[config.mk]
export PLATFORM = sky130hd
export DESIGN_NAME = cfg_serial_rx
export DESIGN_NICKNAME = d
export VERILOG_FILES = /design/src/rtl/cfgrx_pkg.sv /design/src/rtl/cfgrx_line_sync.sv /design/src/rtl/cfgrx_frame_fsm.sv /design/src/rtl/cfgrx_reg_bank.sv /design/src/rtl/cfg_serial_rx.sv
export SDC_FILE = /design/constraint.sdc
export NUM_CORES = 1
export LEC_CHECK = 0
export BUFFER_PORTS_ARGS = -buffer_cell sky130_fd_sc_hd__buf_2
export CORE_AREA = 2 2 97 90
export CTS_CLUSTER_SIZE = 30
export DETAILED_ROUTE_END_ITERATION = 7
export DIE_AREA = 0 0 99 92
export HOLD_SLACK_MARGIN = 0.05
export PLACE_DENSITY = 0.69
export SLEW_MARGIN = 40
export SYNTH_ARGS = -nofsm -noshare
export SYNTH_HDL_FRONTEND = slang
export SYNTH_SLANG_ARGS = --single-unit
[constraint.sdc]
create_clock -name clk -period 1.6 [get_ports clk]
set_input_delay 0.24 -clock clk [delete_from_list [all_inputs] [get_ports clk]]
set_output_delay 0.24 -clock clk [all_outputs]
set_load 0.02 [all_outputs]
[src/rtl/cfgrx_pkg.sv]
package cfgrx_pkg;
  localparam int unsigned BYTE_W = 8;
  typedef logic [BYTE_W-1:0] cfg_byte_t;

  // Role of the byte currently being shifted in
  typedef enum logic [1:0] {
    SLOT_ADDR,
    SLOT_SKIP,
    SLOT_DATA,
    SLOT_SPILL
  } slot_t;
endpackage

[src/rtl/cfgrx_line_sync.sv]
module cfgrx_line_sync #(
  parameter int STAGES = 2
) (
  input  logic clk,
  input  logic rst,
  input  logic scl_i,
  input  logic sda_i,
  output logic sda_s,
  output logic scl_rise,
  output logic scl_fall,
  output logic start_p,
  output logic stop_p
);
  logic [STAGES-1:0] scl_q;
  logic [STAGES-1:0] sda_q;
  logic scl_s;
  logic scl_d;
  logic sda_d;

  assign scl_s = scl_q[STAGES-1];
  assign sda_s = sda_q[STAGES-1];

  always_ff @(posedge clk) begin
    if (rst) begin
      scl_q <= '1;
      sda_q <= '1;
      scl_d <= 1'b1;
      sda_d <= 1'b1;
    end else begin
      scl_q <= {scl_q[STAGES-2:0], scl_i};
      sda_q <= {sda_q[STAGES-2:0], sda_i};
      scl_d <= scl_s;
      sda_d <= sda_s;
    end
  end

  // The clock must be high in both samples, so a data change that arrives
  // together with a clock fall is never taken as a start or a stop.
  assign scl_rise = scl_s & ~scl_d;
  assign scl_fall = ~scl_s & scl_d;
  assign start_p  = scl_s & scl_d & sda_d & ~sda_s;
  assign stop_p   = scl_s & scl_d & ~sda_d & sda_s;
endmodule

[src/rtl/cfgrx_frame_fsm.sv]
module cfgrx_frame_fsm
  import cfgrx_pkg::*;
#(
  parameter int        NUM_DATA    = 7,
  parameter int        SKIP_BYTES  = 2,
  parameter cfg_byte_t TARGET_ADDR = 8'hD2,
  parameter int        IDX_W       = (NUM_DATA > 1) ? $clog2(NUM_DATA) : 1
) (
  input  logic             clk,
  input  logic             rst,
  input  logic             sda_s,
  input  logic             scl_rise,
  input  logic             scl_fall,
  input  logic             start_p,
  input  logic             stop_p,
  output logic             ack_o,
  output logic             addr_ok_o,
  output logic             wr_en_o,
  output logic [IDX_W-1:0] wr_idx_o,
  output cfg_byte_t        wr_data_o
);
  localparam int DATA_FIRST = 1 + SKIP_BYTES;
  localparam int POS_LAST   = DATA_FIRST + NUM_DATA;
  localparam int POS_W      = $clog2(POS_LAST + 1);
  localparam int CNT_W      = $clog2(BYTE_W + 1);
  localparam logic [CNT_W-1:0] ACK_SLOT  = CNT_W'(BYTE_W);
  localparam logic [CNT_W-1:0] LAST_BIT  = CNT_W'(BYTE_W - 1);

  logic              active;
  logic              addr_ok;
  logic [CNT_W-1:0]  bit_cnt;
  logic [BYTE_W-2:0] shreg;
  logic [POS_W-1:0]  byte_pos;
  logic              ack_q;
  slot_t             slot;
  cfg_byte_t         next_byte;
  logic [POS_W-1:0]  data_off;

  always_comb begin
    if (byte_pos == '0)                           slot = SLOT_ADDR;
    else if (byte_pos < POS_W'(DATA_FIRST))       slot = SLOT_SKIP;
    else if (byte_pos < POS_W'(POS_LAST))         slot = SLOT_DATA;
    else                                          slot = SLOT_SPILL;
  end

  assign next_byte = {shreg, sda_s};
  assign data_off  = byte_pos - POS_W'(DATA_FIRST);

  always_ff @(posedge clk) begin
    if (rst) begin
      active    <= 1'b0;
      addr_ok   <= 1'b0;
      bit_cnt   <= '0;
      shreg     <= '0;
      byte_pos  <= '0;
      ack_q     <= 1'b0;
      wr_en_o   <= 1'b0;
      wr_idx_o  <= '0;
      wr_data_o <= '0;
    end else begin
      wr_en_o <= 1'b0;
      if (start_p) begin
        active   <= 1'b1;
        addr_ok  <= 1'b0;
        bit_cnt  <= '0;
        byte_pos <= '0;
        ack_q    <= 1'b0;
      end else if (stop_p) begin
        active  <= 1'b0;
        bit_cnt <= '0;
        ack_q   <= 1'b0;
      end else if (active) begin
        if (scl_rise) begin
          if (bit_cnt == ACK_SLOT) begin
            bit_cnt <= '0;
            if (slot != SLOT_SPILL) byte_pos <= byte_pos + 1'b1;
          end else begin
            shreg   <= next_byte[BYTE_W-2:0];
            bit_cnt <= bit_cnt + 1'b1;
            if (bit_cnt == LAST_BIT) begin
              if (slot == SLOT_ADDR) begin
                addr_ok <= (next_byte == TARGET_ADDR);
              end else if (slot == SLOT_DATA && addr_ok) begin
                wr_en_o   <= 1'b1;
                wr_idx_o  <= data_off[IDX_W-1:0];
                wr_data_o <= next_byte;
              end
            end
          end
        end else if (scl_fall) begin
          // Pull during the ninth clock, release on the fall that ends it
          ack_q <= (bit_cnt == ACK_SLOT) && addr_ok;
        end
      end
    end
  end

  assign ack_o     = ack_q;
  assign addr_ok_o = addr_ok;
endmodule

[src/rtl/cfgrx_reg_bank.sv]
module cfgrx_reg_bank
  import cfgrx_pkg::*;
#(
  parameter int                       NUM_DATA     = 7,
  parameter logic [NUM_DATA*8-1:0]    RESET_VALUES = '0,
  parameter int                       IDX_W        = (NUM_DATA > 1) ? $clog2(NUM_DATA) : 1
) (
  input  logic                       clk,
  input  logic                       rst,
  input  logic                       wr_en,
  input  logic [IDX_W-1:0]           wr_idx,
  input  cfg_byte_t                  wr_data,
  output logic [NUM_DATA*BYTE_W-1:0] reg_flat,
  output logic [NUM_DATA-1:0]        strobe
);
  for (genvar k = 0; k < NUM_DATA; k++) begin : g_reg
    logic hit;
    assign hit = wr_en && (wr_idx == IDX_W'(k));

    always_ff @(posedge clk) begin
      if (rst) begin
        reg_flat[k*BYTE_W +: BYTE_W] <= RESET_VALUES[k*BYTE_W +: BYTE_W];
        strobe[k]                    <= 1'b0;
      end else begin
        strobe[k] <= hit;
        if (hit) reg_flat[k*BYTE_W +: BYTE_W] <= wr_data;
      end
    end
  end
endmodule

[src/rtl/cfg_serial_rx.sv]
module cfg_serial_rx
  import cfgrx_pkg::*;
#(
  parameter int                    NUM_DATA     = 7,
  parameter int                    SKIP_BYTES   = 2,
  parameter int                    SYNC_STAGES  = 2,
  parameter logic [7:0]            TARGET_ADDR  = 8'hD2,
  parameter logic [NUM_DATA*8-1:0] RESET_VALUES = 56'h0F5A00FFC3817E
) (
  input  logic                  clk,
  input  logic                  rst,
  input  logic                  scl_i,
  input  logic                  sda_i,
  output logic                  sda_pull_o,
  output logic [NUM_DATA*8-1:0] reg_o,
  output logic [NUM_DATA-1:0]   reg_wr_o
);
  localparam int IDX_W = (NUM_DATA > 1) ? $clog2(NUM_DATA) : 1;

  logic             sda_s;
  logic             scl_rise;
  logic             scl_fall;
  logic             start_p;
  logic             stop_p;
  logic             addr_ok;
  logic             wr_en;
  logic [IDX_W-1:0] wr_idx;
  cfg_byte_t        wr_data;

  cfgrx_line_sync #(.STAGES(SYNC_STAGES)) u_sync (
    .clk      (clk),
    .rst      (rst),
    .scl_i    (scl_i),
    .sda_i    (sda_i),
    .sda_s    (sda_s),
    .scl_rise (scl_rise),
    .scl_fall (scl_fall),
    .start_p  (start_p),
    .stop_p   (stop_p)
  );

  cfgrx_frame_fsm #(
    .NUM_DATA    (NUM_DATA),
    .SKIP_BYTES  (SKIP_BYTES),
    .TARGET_ADDR (TARGET_ADDR),
    .IDX_W       (IDX_W)
  ) u_fsm (
    .clk       (clk),
    .rst       (rst),
    .sda_s     (sda_s),
    .scl_rise  (scl_rise),
    .scl_fall  (scl_fall),
    .start_p   (start_p),
    .stop_p    (stop_p),
    .ack_o     (sda_pull_o),
    .addr_ok_o (addr_ok),
    .wr_en_o   (wr_en),
    .wr_idx_o  (wr_idx),
    .wr_data_o (wr_data)
  );

  cfgrx_reg_bank #(
    .NUM_DATA     (NUM_DATA),
    .RESET_VALUES (RESET_VALUES),
    .IDX_W        (IDX_W)
  ) u_regs (
    .clk      (clk),
    .rst      (rst),
    .wr_en    (wr_en),
    .wr_idx   (wr_idx),
    .wr_data  (wr_data),
    .reg_flat (reg_o),
    .strobe   (reg_wr_o)
  );
endmodule

==> results of run 1 <==
==> power groups by stage <==
stage               clock network (uW)  registers (uW)  logic [uW]
floorplan                            0            2530        55.7
global placement                     0            2540        75.0
detailed placement                   0            2540        76.1
CTS                               1590            2480        77.9
global route                      1680            2480        84.9
finish                            1550            2480        77.6
==> logic make-up after synthesis <==
kind of cell / share of synthesized area, %
AOI/OAI and AO/OA: 10.8
xor gates and xnor gates: 0.693
adders and majority gates: 1.32
buffers and inverters: 4.09
DFF: 52.3
muxes: 0.264
and+or+nand+nor: 30.5
==> state kept, by name (all words and copies together) (netlist names), 3 cells and up <==
register,flops
u_fsm.bit_cnt,4
u_fsm.byte_pos,4
u_fsm.shreg,7
u_fsm.wr_data_o,8
u_regs.strobe,7
u_fsm.wr_idx_o,3
u_regs.reg_flat,56
==> layout make-up <==
cell class	count	area, um^2	area share, %
clock inverters	5	62.6	1.40
multi-input cells	322	1660	37.2
well taps	102	128	2.86
clock buffers	10	128	2.86
inverters	5	18.8	0.421
flip-flops and latches	99	1980	44.5
repair buffers	83	483	10.8
==> cells in the mapped netlist (all sizes together) <==
library cell	instances
nor3	6
o31ai	1
and4b	1
a41o	1
nand3	17
inv	5
o311ai	1
nor2b	4
and3	2
ha	4
a311oi	2
mux2i	1
buf	8
o21bai	1
o311a	1
nand2b	4
and3b	2
a31oi	1
or3b	1
a41oi	1
dfxtp	99
nand2	140
nand3b	31
a22oi	1
o21ai	13
nor4	2
clkbuf	22
or2	6
a21oi	51
xnor2	3
or3	1
nor2	22
nand4b	1
==> metal layers <==
| metal | wire, um | global-route usage (%) | vias up |
|---|---|---|---|
| met1 | 4050 | 26.2 | 1520 |
| met4 | 84 | 4.57 | 0 |
| li1 | - | - | 1639 |
| met2 | 4110 | 31.0 | 78 |
| met3 | 423 | 4.80 | 8 |
| met5 | 0 | 0 | - |
==> worst max-delay path: cells and delay by family, from the launching register on <==
kind / cells / cell delay [ps]
adders and majority gates: 1 / 160
DFF: 1 / 340
muxes: 1 / 220
buffers and inverters: 1 / 90
and+or+nand+nor: 3 / 610
==> what timing repair did <==
item,in CTS,in global routing
resized for setup,0,3
hold buffers,1,0
hold endpoints to repair,1,0
setup endpoints to repair,0,2
==> how the worst min path moves through the flow <==
stage,depth (start not counted),to,start
final,2,u_sync.scl_q[0]$_SDFF_PP1_,scl_i
after CTS,2,u_sync.scl_q[0]$_SDFF_PP1_,scl_i
after detailed placement,1,u_sync.sda_q[1]$_SDFF_PP1_,u_sync.sda_q[0]$_SDFF_PP1_
after global placement,1,u_sync.scl_q[1]$_SDFF_PP1_,u_sync.scl_q[0]$_SDFF_PP1_
after global routing,2,u_sync.scl_q[0]$_SDFF_PP1_,scl_i
after floorplan,1,u_sync.scl_q[0]$_SDFF_PP1_,scl_i
==> metrics by stage <==
| stage | setup WS (ps) | power [uW] |
|---|---|---|
| 5_1_grt | 10.6 | 4240 |
| 3_5_place_dp | 67.3 | 2610 |
| 2_1_floorplan | 136 | 2590 |
| 3_3_place_gp | 72.9 | 2610 |
| 6_report | 72.1 | 4110 |
| 4_1_cts | 49.0 | 4140 |
==> impl_results.md, run 1 <==
- Die area: 9110 um^2
- Post-synthesis instance area: 3790 um^2
- Antenna Cells: 0
- Root cell of the clock tree: clkbuf_8
- Period utilisation layout: 95.5%
- Static leakage: 0.00181 uW
- Final setup fails: 0
- H-tree depth: 3
- Clock slew at reported path FFs: 90 ps
- Final core occ: 54.4%
- Layout area overhead: 17.8%
- Area leader, netlist: dfxtp_1
- Cells on worst reg2reg path: 6
- Initial antenna violation count: 0
- Die Width: 99 um
- Slowest CP cell: or3b_1
- Post-route ant nets: 0
- Worst-Skew Late Latency: 360 ps
- Post-DP Area: 4250 um^2
- Port Buffers: 67
- RSZ-0062 raised after global routing: no
- Clock power share: 37.8%
- Startpoint types: register
- Class of the worst hold path: in -> reg
- Via density: 5.18
- Pwr Density: 920 nW/um^2
- DR pass1 iterations: 4
- Fin cells: 626
- Top post-synthesis cells by area: dfxtp_1 (52%), nand2_1 (14%), a21oi_1 (6.7%), nand3b_1 (5.9%), nand3_1 (2.2%)
- Clock buffer depth: 2
- CP Launch Point: u_fsm.byte_pos[0]$_SDFFE_PP0P_
- Worst Setup End Kind: register
- R2R Setup Slk: 70 ps
- Post-DP HPWL: 5.99 mm
- Die Ht: 92 um
- RR Endpoint: u_fsm.addr_ok_o$_SDFFE_PP0P_
- Outcome: complete, no violations
- CP cell instances: inv_1 > ha_1 > or3b_1 > nor4_2 > mux2i_1 > nor2_1
- DRC violations left: 0
- Core area: 8210 um^2
- Dpl cells: 610
- Slew margin rel.: 67.8%
- Setup crit end: u_fsm.addr_ok_o$_SDFFE_PP0P_
- Gate Count Post-Synth: 456
- Sw frac: 21.4%
- Post-CTS Setup Bufs: 0
- I/O pin count: 68
- FMAX: 0.655 GHz
- Top cell type's share of synthesized area: 52.3%
- Hold_ws: 64.2 ps
- Num rows: 32
- Layout cell share with drive strength beyond 1: 21.9%
- Minimum clock period: 1530 ps
- Clk sinks: 99
- Total GRT Usage: 19.3%
- Final Hold Vio Count: 0
- Commonest non-fill, non-tap cell in the layout: nand2_1
- Switch Pwr: 881 uW
- Initial core utilization: 46.2%
- Largest net degree at the start of global routing: 83
- Vias in the first global route: 2,801
- Power share of the sequential group: 60.3%
- First-pass GRT wire length: 14.0 mm
- CTS tree: done
- Finished layout cell area: 4460 um^2
- Nets@finish: 528
- Comb pwr share: 1.9%
- Setup total negative slack: 0 ps
- Arr. time, crit path: 1780 ps
- WL/cell: 13.8 um
- Max-cap check violation count: 0
- CTS Buf Count: 9
- WP data required: 1850 ps
- Syn nets: 464
- Via count: 3,245
- VDD IR-drop max: 0.600 mV
- GPL Wtd Cong: 0.846
- Seq cells post-synth: 99
- Initial drt markers: 160
- Crit Path Max Fanout: 4
- Clk_skew: 8.31 ps
- Final wirelength: 8.66 mm
- Reg2Reg Launch Point: u_fsm.byte_pos[0]$_SDFFE_PP0P_
- Slew @ Worst Pin: 482 ps
- Most frequent cells in the layout: nand2_1 (140), dfxtp_1 (97), buf_2 (67), a21oi_1 (51), nand3b_1 (30)
- Synth Area per Inst: 8.31 um^2
- Critical path class: reg -> reg
- Final slew viol count: 0
- Gr ovfl total: 0
- Post-synthesis sequential area ratio: 52.3%
- Yosys cell types: 42
- CP max stage delay: 370 ps
- Synth warn: 0
- Pint: 3230 uW
- Fillers: 776
Note: power is estimated with default switching activity, not from simulation.
==> run 2, diff against run 1 <==
--- a/config.mk
+++ b/config.mk
@@ -6,13 +6,14 @@
 export NUM_CORES = 1
 export LEC_CHECK = 0
 export BUFFER_PORTS_ARGS = -buffer_cell sky130_fd_sc_hd__buf_2
-export CORE_AREA = 2 2 97 90
+export CORE_AREA = 2 2 98 91
 export CTS_CLUSTER_SIZE = 30
 export DETAILED_ROUTE_END_ITERATION = 7
-export DIE_AREA = 0 0 99 92
+export DIE_AREA = 0 0 100 93
 export HOLD_SLACK_MARGIN = 0.05
 export PLACE_DENSITY = 0.69
 export SLEW_MARGIN = 40
 export SYNTH_ARGS = -nofsm -noshare
 export SYNTH_HDL_FRONTEND = slang
+export SYNTH_HIERARCHICAL = 1
 export SYNTH_SLANG_ARGS = --single-unit
==> constraint.sdc (replaced) <==
create_clock -name clk -period 1.7 [get_ports clk]
set_input_delay 0.255 -clock clk [delete_from_list [all_inputs] [get_ports clk]]
set_output_delay 0.255 -clock clk [all_outputs]
set_load 0.02 [all_outputs]
==> run 2 against run 1 <==
Critical path depth did not move; clock-buffer cell count did not move; largest power group unchanged; sequential share of layout area fell by 2.2 points; wire length fell by 7.3%; critical path type unchanged; cell area rose by 5.4%; die area rose by 2.1%; clock power rose by 4%; utilization rose by 2.1 points; sequential cell count did not move; sequential power fell by 6%; via count fell by 12%.
==> impl_results.md, run 2 <==
- Outcome: complete, no violations
- Critical path class: reg -> reg
- Slew @ Worst Pin: 477 ps (-5.00 ps)
- Area leader, netlist: dfxtp_1
- CTS Buf Count: 9 (unchanged)
- DR pass1 iterations: 4 (unchanged)
- Clk_skew: 10.3 ps (+2.04 ps)
- Die area: 9300 um^2 (+2.1%)
- CTS tree: done
- I/O pin count: 68 (unchanged)
- Minimum clock period: 1690 ps (+163 ps)
- Clock buffer depth: 2 (unchanged)
- Total GRT Usage: 18.2% (-1.0 points)
- GPL Wtd Cong: 0.747 (-12%)
- Gate Count Post-Synth: 384 (-16%)
- R2R Setup Slk: 9 ps (-60 ps)
- Biggest register: u_regs/reg_flat
- Vias in the first global route: 2,776 (-0.89%)
- Worst-Skew Late Latency: 350 ps (about the same)
- Top post-synthesis cells by area: dfxtp_1 (51%), mux2i_1 (19%), nand2b_1 (5.8%), nor2_1 (5.8%), nand2_1 (2.1%)
- Worst Setup End Kind: register
- Static leakage: 0.00220 uW (+22%)
- Synth warn: 6 (+6)
- Initial drt markers: 120 (-25%)
- Slowest CP cell: dfxtp_2
- Post-DP HPWL: 5.91 mm (-1.3%)
- Syn nets: 392 (-16%)
- Gr ovfl total: 0 (unchanged)
- Final Hold Vio Count: 0 (unchanged)
- Clock slew at reported path FFs: 80 ps (about the same)
- FMAX: 0.591 GHz (-9.6%)
- Class of the worst hold path: in -> reg
- Clk sinks: 99 (unchanged)
- Comb pwr share: 2.5% (+0.6 points)
- Seq cells post-synth: 99 (unchanged)
- CP cell instances: and4b_1 > and3b_1 > nand2_1 > buf_4 > o311a_1 > a31o_1
- WP data required: 1940 ps (+90 ps)
- Post-synthesis instance area: 3890 um^2 (+2.8%)
- Post-route ant nets: 0 (unchanged)
- Total power: 4040 uW (-1.6%)
- Most frequent cells in the layout: dfxtp_1 (94), mux2i_1 (74), buf_2 (67), nor2_1 (60), nand2b_1 (36)
- Final slew viol count: 0 (unchanged)
- Synth Area per Inst: 10.1 um^2 (+22%)
- Antenna Cells: 0 (unchanged)
- Nets@finish: 473 (-10%)
- Initial antenna violation count: 0 (unchanged)
- H-tree depth: 3 (unchanged)
- Switch Pwr: 843 uW (-4.3%)
- Post-cts hold buffer count: 0 (-1)
- RSZ-0062 raised after global routing: yes
- Post-synthesis sequential area ratio: 50.9% (-1.4 points)
- VDD IR-drop max: 0.577 mV (-3.7%)
- Largest net degree at the start of global routing: 52 (-37%)
- Max-cap check violation count: 0 (unchanged)
- Core area: 8330 um^2 (+1.5%)
- Top Registers: u_regs/reg_flat: 56 flops, u_fsm/wr_data_o: 8 flops
- Post-synth EDFFs: 0 (unchanged)
- Die Ht: 93 um (+1.1%)
- Slew margin rel.: 68.0% (+0.27 points)
- Final setup fails: 0 (unchanged)
- Final wirelength: 8.03 mm (-7.3%)
- Final core occ: 56.5% (+2.1 points)
- Via density: 5.01 (-3.4%)
- Via count: 2,864 (-12%)
- Port Buffers: 67 (unchanged)
- Root cell of the clock tree: clkbuf_8
- Power share of the sequential group: 57.7% (-2.6 points)
- CP max stage delay: 340 ps (-30 ps)
- Layout area overhead: 20.8%
- Pint: 3200 uW (-0.91%)
- DRC violations left: 0 (unchanged)
- WL/cell: 14.0 um (+1.4%)
- Period utilisation layout: 99.5% (+4.0 points)
- Commonest non-fill, non-tap cell in the layout: dfxtp_1
- Top-count cell post-synth: dfxtp_1
- Arr. time, crit path: 1940 ps (+160 ps)
- Crit Path Max Fanout: 4 (unchanged)
- Largest register FFs: 56 (unchanged)
- Num rows: 32 (unchanged)
- First-pass GRT wire length: 13.4 mm (-4.3%)
- Pwr Density: 859 nW/um^2 (-6.7%)
- Sw frac: 20.9% (-0.57 points)
- Initial core utilization: 46.8% (+0.60 points)
- Top cell type's share of synthesized area: 50.9% (-1.4 points)
- Die Width: 100 um (+1.0%)
- Layout cell share with drive strength beyond 1: 25.3% (+3.4 points)
- Synth top cells by count: dfxtp_1 (99), mux2i_1 (74), nor2_1 (60)
- Top_reg_cell synth: dfxtp_1
- Clock power share: 39.8% (+2.0 points)
- Yosys cell types: 37 (-12%)
- Startpoint types: register
- Post-synth ARST share: 0% (unchanged)
run 2: changes by cell type in the layout (fill, tap and decap cells not counted), sizes merged, moves of 11 or more:
| cell | change |
|---|---|
| nand3b | -31 |
| nand3 | -13 |
| nand2 | -118 |
| o21ai | -11 |
| nand2b | +32 |
| a21oi | -46 |
| mux2i | +73 |
| nor2 | +38 |
run 2: cell families after synthesis:
group	after synthesis	share of synthesized area, %
fa+ha+maj	4	1.28
xor+xnor	3	0.675
buf+inv	29	3.66
simple gates	161	22.1
compound gates	13	2.06
flops	99	50.9
mux	75	19.3
run 2: power groups by stage:
stage / Combinational (uW) / Sequential (uW) / Clock (uW)
after CTS: 102 / 2330 / 1650
after global routing: 114 / 2330 / 1740
after global placement: 101 / 2380 / 0
final: 101 / 2330 / 1610
after detailed placement: 101 / 2380 / 0
after floorplan: 69.9 / 2380 / 0
run 2: final cells by class:
type / instances / area, um^2
inverter: 7 / 26.3
multi-input combinational: 256 / 1800
fill: 761 / 3620
timing repair buffer: 92 / 547
sequential: 99 / 1990
clock inverter: 6 / 88.8
clock buffer: 10 / 128
tap: 102 / 128
run 2: per-stage QoR:
step	TNS (ps)	std cells	hold WS (ps)	cell area, um^2	worst slack (ps)
finish	0	572	82.9	4700	9.02
global route	-679	572	60.9	4700	-101
global placement	0	556	392	4450	11.2
CTS	0	572	61.4	4670	0.892
detailed placement	-254	556	396	4450	-46.3
floorplan	0	384	352	3900	1.16
run 2: path summary, 6_finish.rpt:
check | startpoint | endpoint | cells after the start
setup / recovery | u_sync/scl_d$_SDFF_PP1_ | u_fsm/wr_data_o[7]$_SDFFE_PP0P_ | 6
setup reg to reg | u_sync/scl_d$_SDFF_PP1_ | u_fsm/wr_data_o[7]$_SDFFE_PP0P_ | 6
hold / removal | scl_i | u_sync/scl_q[0]$_SDFF_PP1_ | 2
hold reg to reg | u_sync/sda_q[0]$_SDFF_PP1_ | u_sync/sda_q[1]$_SDFF_PP1_ | 1
run 2: metal layers:
| layer | up-vias | track usage [%] | share of wire [%] |
|---|---|---|---|
| li1 | 1450 | - | - |
| met1 | 1359 | 23.9 | 48 |
| met2 | 51 | 29.9 | 48 |
| met3 | 4 | 4.26 | 3.4 |
| met4 | 0 | 5.71 | 0.60 |
| met5 | - | 0 | 0 |
run 2: worst max-delay path: cells and delay by family (launching register included):
family,cells,cell delay [ps]
simple gates,3,580
compound gates,2,510
flops,1,340
buf+inv,1,170
run 2: timing repair:
| action | 4_1_cts | 5_1_grt |
|---|---|---|
| setup endpoints to repair | 11 | 18 |
| setup buffers | 0 | 0 |
| pin swaps | 0 | 3 |
| resized for setup | 1 | 10 |
==> run 3, diff against run 2 <==
--- a/config.mk
+++ b/config.mk
@@ -5,13 +5,14 @@
 export SDC_FILE = /design/constraint.sdc
 export NUM_CORES = 1
 export LEC_CHECK = 0
+export ABC_AREA = 1
 export BUFFER_PORTS_ARGS = -buffer_cell sky130_fd_sc_hd__buf_2
-export CORE_AREA = 2 2 98 91
+export CORE_AREA = 2 2 100 92
 export CTS_CLUSTER_SIZE = 30
 export DETAILED_ROUTE_END_ITERATION = 7
-export DIE_AREA = 0 0 100 93
+export DIE_AREA = 0 0 102 94
 export HOLD_SLACK_MARGIN = 0.05
-export PLACE_DENSITY = 0.69
+export PLACE_DENSITY = 0.68
 export SLEW_MARGIN = 40
 export SYNTH_ARGS = -nofsm -noshare
 export SYNTH_HDL_FRONTEND = slang
==> run 3 against run 2 <==
First-iteration DRC count grew 70%; clock power shrank 9%; utilization shrank 1.5 points; wire length grew 15%; non-clock buffer count shrank 16; clock skew shrank 2.1 ps; sequential share of layout area grew 0.18 points; cell area shrank 0.74%; maximum frequency grew 14%.
==> impl_results.md, run 3 <==
- Outcome: complete, no violations
- Top_reg_cell synth: dfxtp_1
- Seq cells post-synth: 99 (unchanged)
- CTS Buf Count: 9 (unchanged)
- Top Registers: u_regs/reg_flat: 56 flops, u_fsm/wr_data_o: 8 flops
- Power share of the sequential group: 59.7% (+2.0 points)
- CP Launch Point: u_fsm/byte_pos[0]$_SDFFE_PP0P_
- DR pass1 iterations: 5 (+1)
- GPL Wtd Cong: 0.839 (+12%)
- Max-cap check violation count: 0 (unchanged)
- Root cell of the clock tree: clkbuf_8
- WP data required: 1970 ps (+30 ps)
- Slew margin rel.: 71.9% (+3.9 points)
- Arr. time, crit path: 1750 ps (-190 ps)
- Crit Path Max Fanout: 11 (+7)
- Total power: 3900 uW (-3.4%)
- Worst Setup End Kind: register
- Vias in the first global route: 3,308 (+19%)
- Comb pwr share: 2.5% (about the same)
- Final slew viol count: 0 (unchanged)
- Reg2Reg Launch Point: u_fsm/byte_pos[0]$_SDFFE_PP0P_
- Clock slew at reported path FFs: 90 ps (about the same)
- Largest net degree at the start of global routing: 52 (unchanged)
- Total GRT Usage: 20.8% (+2.5 points)
- Final Hold Vio Count: 0 (unchanged)
- Layout cell share with drive strength beyond 1: 17.8% (-7.5 points)
- Initial drt markers: 204 (+70%)
- CP max stage delay: 380 ps (+40 ps)
- Worst Hold Path EP: u_sync/scl_q[0]$_SDFF_PP1_
- Port Buffers: 67 (unchanged)
- Setup total negative slack: 0 ps (unchanged)
- FMAX: 0.673 GHz (+14%)
- Top cell type's share of synthesized area: 49.7% (-1.2 points)
- Startpoint types: register
- Layout area overhead: 17.1%
- Hold path startpoint: scl_i
- Post-synthesis instance area: 3990 um^2 (+2.4%)
- Worst path buffer plus inverter count: 2 (+1)
- Area leader, netlist: dfxtp_1
- Biggest register: u_regs/reg_flat
- Antenna Cells: 0 (unchanged)
- WL/cell: 12.4 um (-11%)
- Initial core utilization: 47.0% (+0.21 points)
- Die Ht: 94 um (+1.1%)
- Die area: 9590 um^2 (+3.1%)
- VDD IR-drop max: 0.380 mV (-34%)
- I/O pin count: 68 (unchanged)
- Post-synthesis sequential area ratio: 49.7% (-1.2 points)
- Clk sinks: 99 (unchanged)
- Switch Pwr: 833 uW (-1.2%)
- Yosys cell types: 25 (-32%)
- Slew @ Worst Pin: 420 ps (-56.4 ps)
- Gr ovfl total: 0 (unchanged)
- Num rows: 32 (unchanged)
- Initial antenna violation count: 0 (unchanged)
- CTS tree: done
- Top-count cell post-synth: nand2_1
- Nets@finish: 626 (+32%)
- CP cell instances: inv_1 > ha_1 > o21ai_1 > buf_4 > nand4_1 > nand2_1 > nor2_1
- Most frequent cells in the layout: nand2_1 (133), nor2_1 (100), dfxtp_1 (99), buf_2 (67), nand3_1 (62)
- DRC violations left: 0 (unchanged)
- Syn nets: 557 (+42%)
- Static leakage: 0.00211 uW (-4.2%)
- Via count: 3,595 (+26%)
- RR Endpoint: u_fsm/wr_data_o[4]$_SDFFE_PP0P_
- Sw frac: 21.3% (+0.47 points)
- Largest register FFs: 56 (unchanged)
- Post-DP HPWL: 6.63 mm (+12%)
- Pwr Density: 836 nW/um^2 (-2.7%)
- Post-synth ARST share: 0% (unchanged)
- Core area: 8490 um^2 (+1.9%)
- Clk_skew: 8.28 ps (-2.07 ps)
- Crit-path leading delay family: flip-flops
- R2R Setup Slk: 210 ps (+210 ps)
- Clock buffer depth: 2 (unchanged)
- Cells on worst reg2reg path: 7 (+1)
- Minimum clock period: 1490 ps (-205 ps)
- Final wirelength: 9.21 mm (+15%)
- Hold depth: 2 (unchanged)
- Number of gates resized after CTS: 0 (-1)
- Via density: 4.85 (-3.1%)
- Slowest CP cell: dfxtp_1
- Period utilisation layout: 87.4% (-12 points)
- Critical path class: reg -> reg
- Die Width: 102 um (+2.0%)
- Top post-synthesis cells by area: dfxtp_1 (50%), nand2_1 (13%), nor2_1 (9.5%), nand3_1 (7.8%), inv_1 (5.6%)
- Gate Count Post-Synth: 549 (+43%)
- Synth Area per Inst: 7.26 um^2 (-28%)
- Commonest non-fill, non-tap cell in the layout: nand2_1
- Post-CTS Setup Bufs: 0 (unchanged)
- Post-cts hold buffer count: 0 (unchanged)
- H-tree depth: 3 (unchanged)
- RSZ-0062 raised after global routing: no
- Final setup fails: 0 (unchanged)
- Clock power share: 37.8% (-2.0 points)
- First-pass GRT wire length: 15.5 mm (+16%)
- Synth warn: 6 (unchanged)
- Class of the worst hold path: in -> reg
- Synth top cells by count: nand2_1 (133), nor2_1 (101), dfxtp_1 (99)
- Post-route ant nets: 0 (unchanged)
- Post-synth EDFFs: 0 (unchanged)
- Worst-Skew Late Latency: 360 ps (about the same)
- Pint: 3070 uW (-4.0%)
==> run 3: changes by cell type after synthesis, sizes merged, moves of 5 or more <==
cell,before,now
nand3,4,63
inv,7,64
clkbuf,10,4
nand4,1,14
nor2b,5,0
nand2,22,137
nand2b,36,0
mux2i,74,0
o21ai,2,13
nor2,60,112
a21oi,5,11
==> run 3: power by group through the flow <==
| stage | clock network (uW) | registers (uW) | logic, uW |
|---|---|---|---|
| 6_report | 1470 | 2330 | 99.4 |
| 5_1_grt | 1630 | 2330 | 114 |
| 4_1_cts | 1510 | 2330 | 99.3 |
| 3_5_place_dp | 0 | 2380 | 98.9 |
| 3_3_place_gp | 0 | 2380 | 97.3 |
| 2_1_floorplan | 0 | 2380 | 70.2 |
==> run 3: area by class of cell <==
type,instances,area (um^2)
clock buffer,11,141
fill,832,3820
clock inverter,4,51.3
tap,119,149
sequential,99,1980
timing repair buffer,76,428
multi-input combinational,367,1670
inverter,65,244
==> run 3: how the worst max path moves through the flow <==
| stage | end | slack (ps) | depth (start not counted) |
|---|---|---|---|
| final | u_fsm/wr_data_o[4]$_SDFFE_PP0P_ | 210 | 7 |
| after CTS | u_fsm/wr_data_o[1]$_SDFFE_PP0P_ | 120 | 10 |
| after global routing | u_fsm/wr_idx_o[0]$_SDFFE_PP0P_ | 20 | 10 |
| after detailed placement | u_fsm/wr_idx_o[0]$_SDFFE_PP0P_ | 160 | 10 |
| after floorplan | u_fsm/wr_idx_o[2]$_SDFFE_PP0P_ | 270 | 7 |
| after global placement | u_fsm/wr_idx_o[2]$_SDFFE_PP0P_ | 210 | 10 |
==> run 3: logic make-up (layout without fill, tap and decap cells) <==
kind of cell	count (synthesis)	in the layout	share of synthesized area (%)
compound gates	25	25	3.20
xor+xnor	3	3	0.659
fa+ha+maj	4	4	1.26
buf+inv	83	156	8.57
flops	99	99	49.7
simple gates	335	335	36.6
==> run 3: layer usage <==
| layer | global-route usage, % | vias to the layer above | share of wire (%) |
|---|---|---|---|
| li1 | - | 1844 | - |
| met1 | 30.1 | 1614 | 49 |
| met2 | 30.2 | 122 | 42 |
| met3 | 3.72 | 15 | 6.6 |
| met4 | 8.78 | 0 | 2.1 |
| met5 | 0 | - | 0 |
==> run 3: worst reg2reg max path, cell delays in order (launching register included) <==
cell and delay (ps):
dfxtp_1 380, inv_1 90, ha_1 220, o21ai_1 250, buf_4 230, nand4_1 120
nand2_1 70, nor2_1 30
==> run 3: stage by stage <==
stage	cell area, um^2	worst slack (ps)	utilization (%)	hold WS, ps	cells
6_report	4670	214	55.0	72.5	741
5_1_grt	4670	22.0	55.0	73.3	741
4_1_cts	4660	119	54.9	59.8	741
3_5_place_dp	4470	158	52.6	392	726
3_3_place_gp	4470	207	52.6	398	726
2_1_floorplan	3990	266	-	324	549
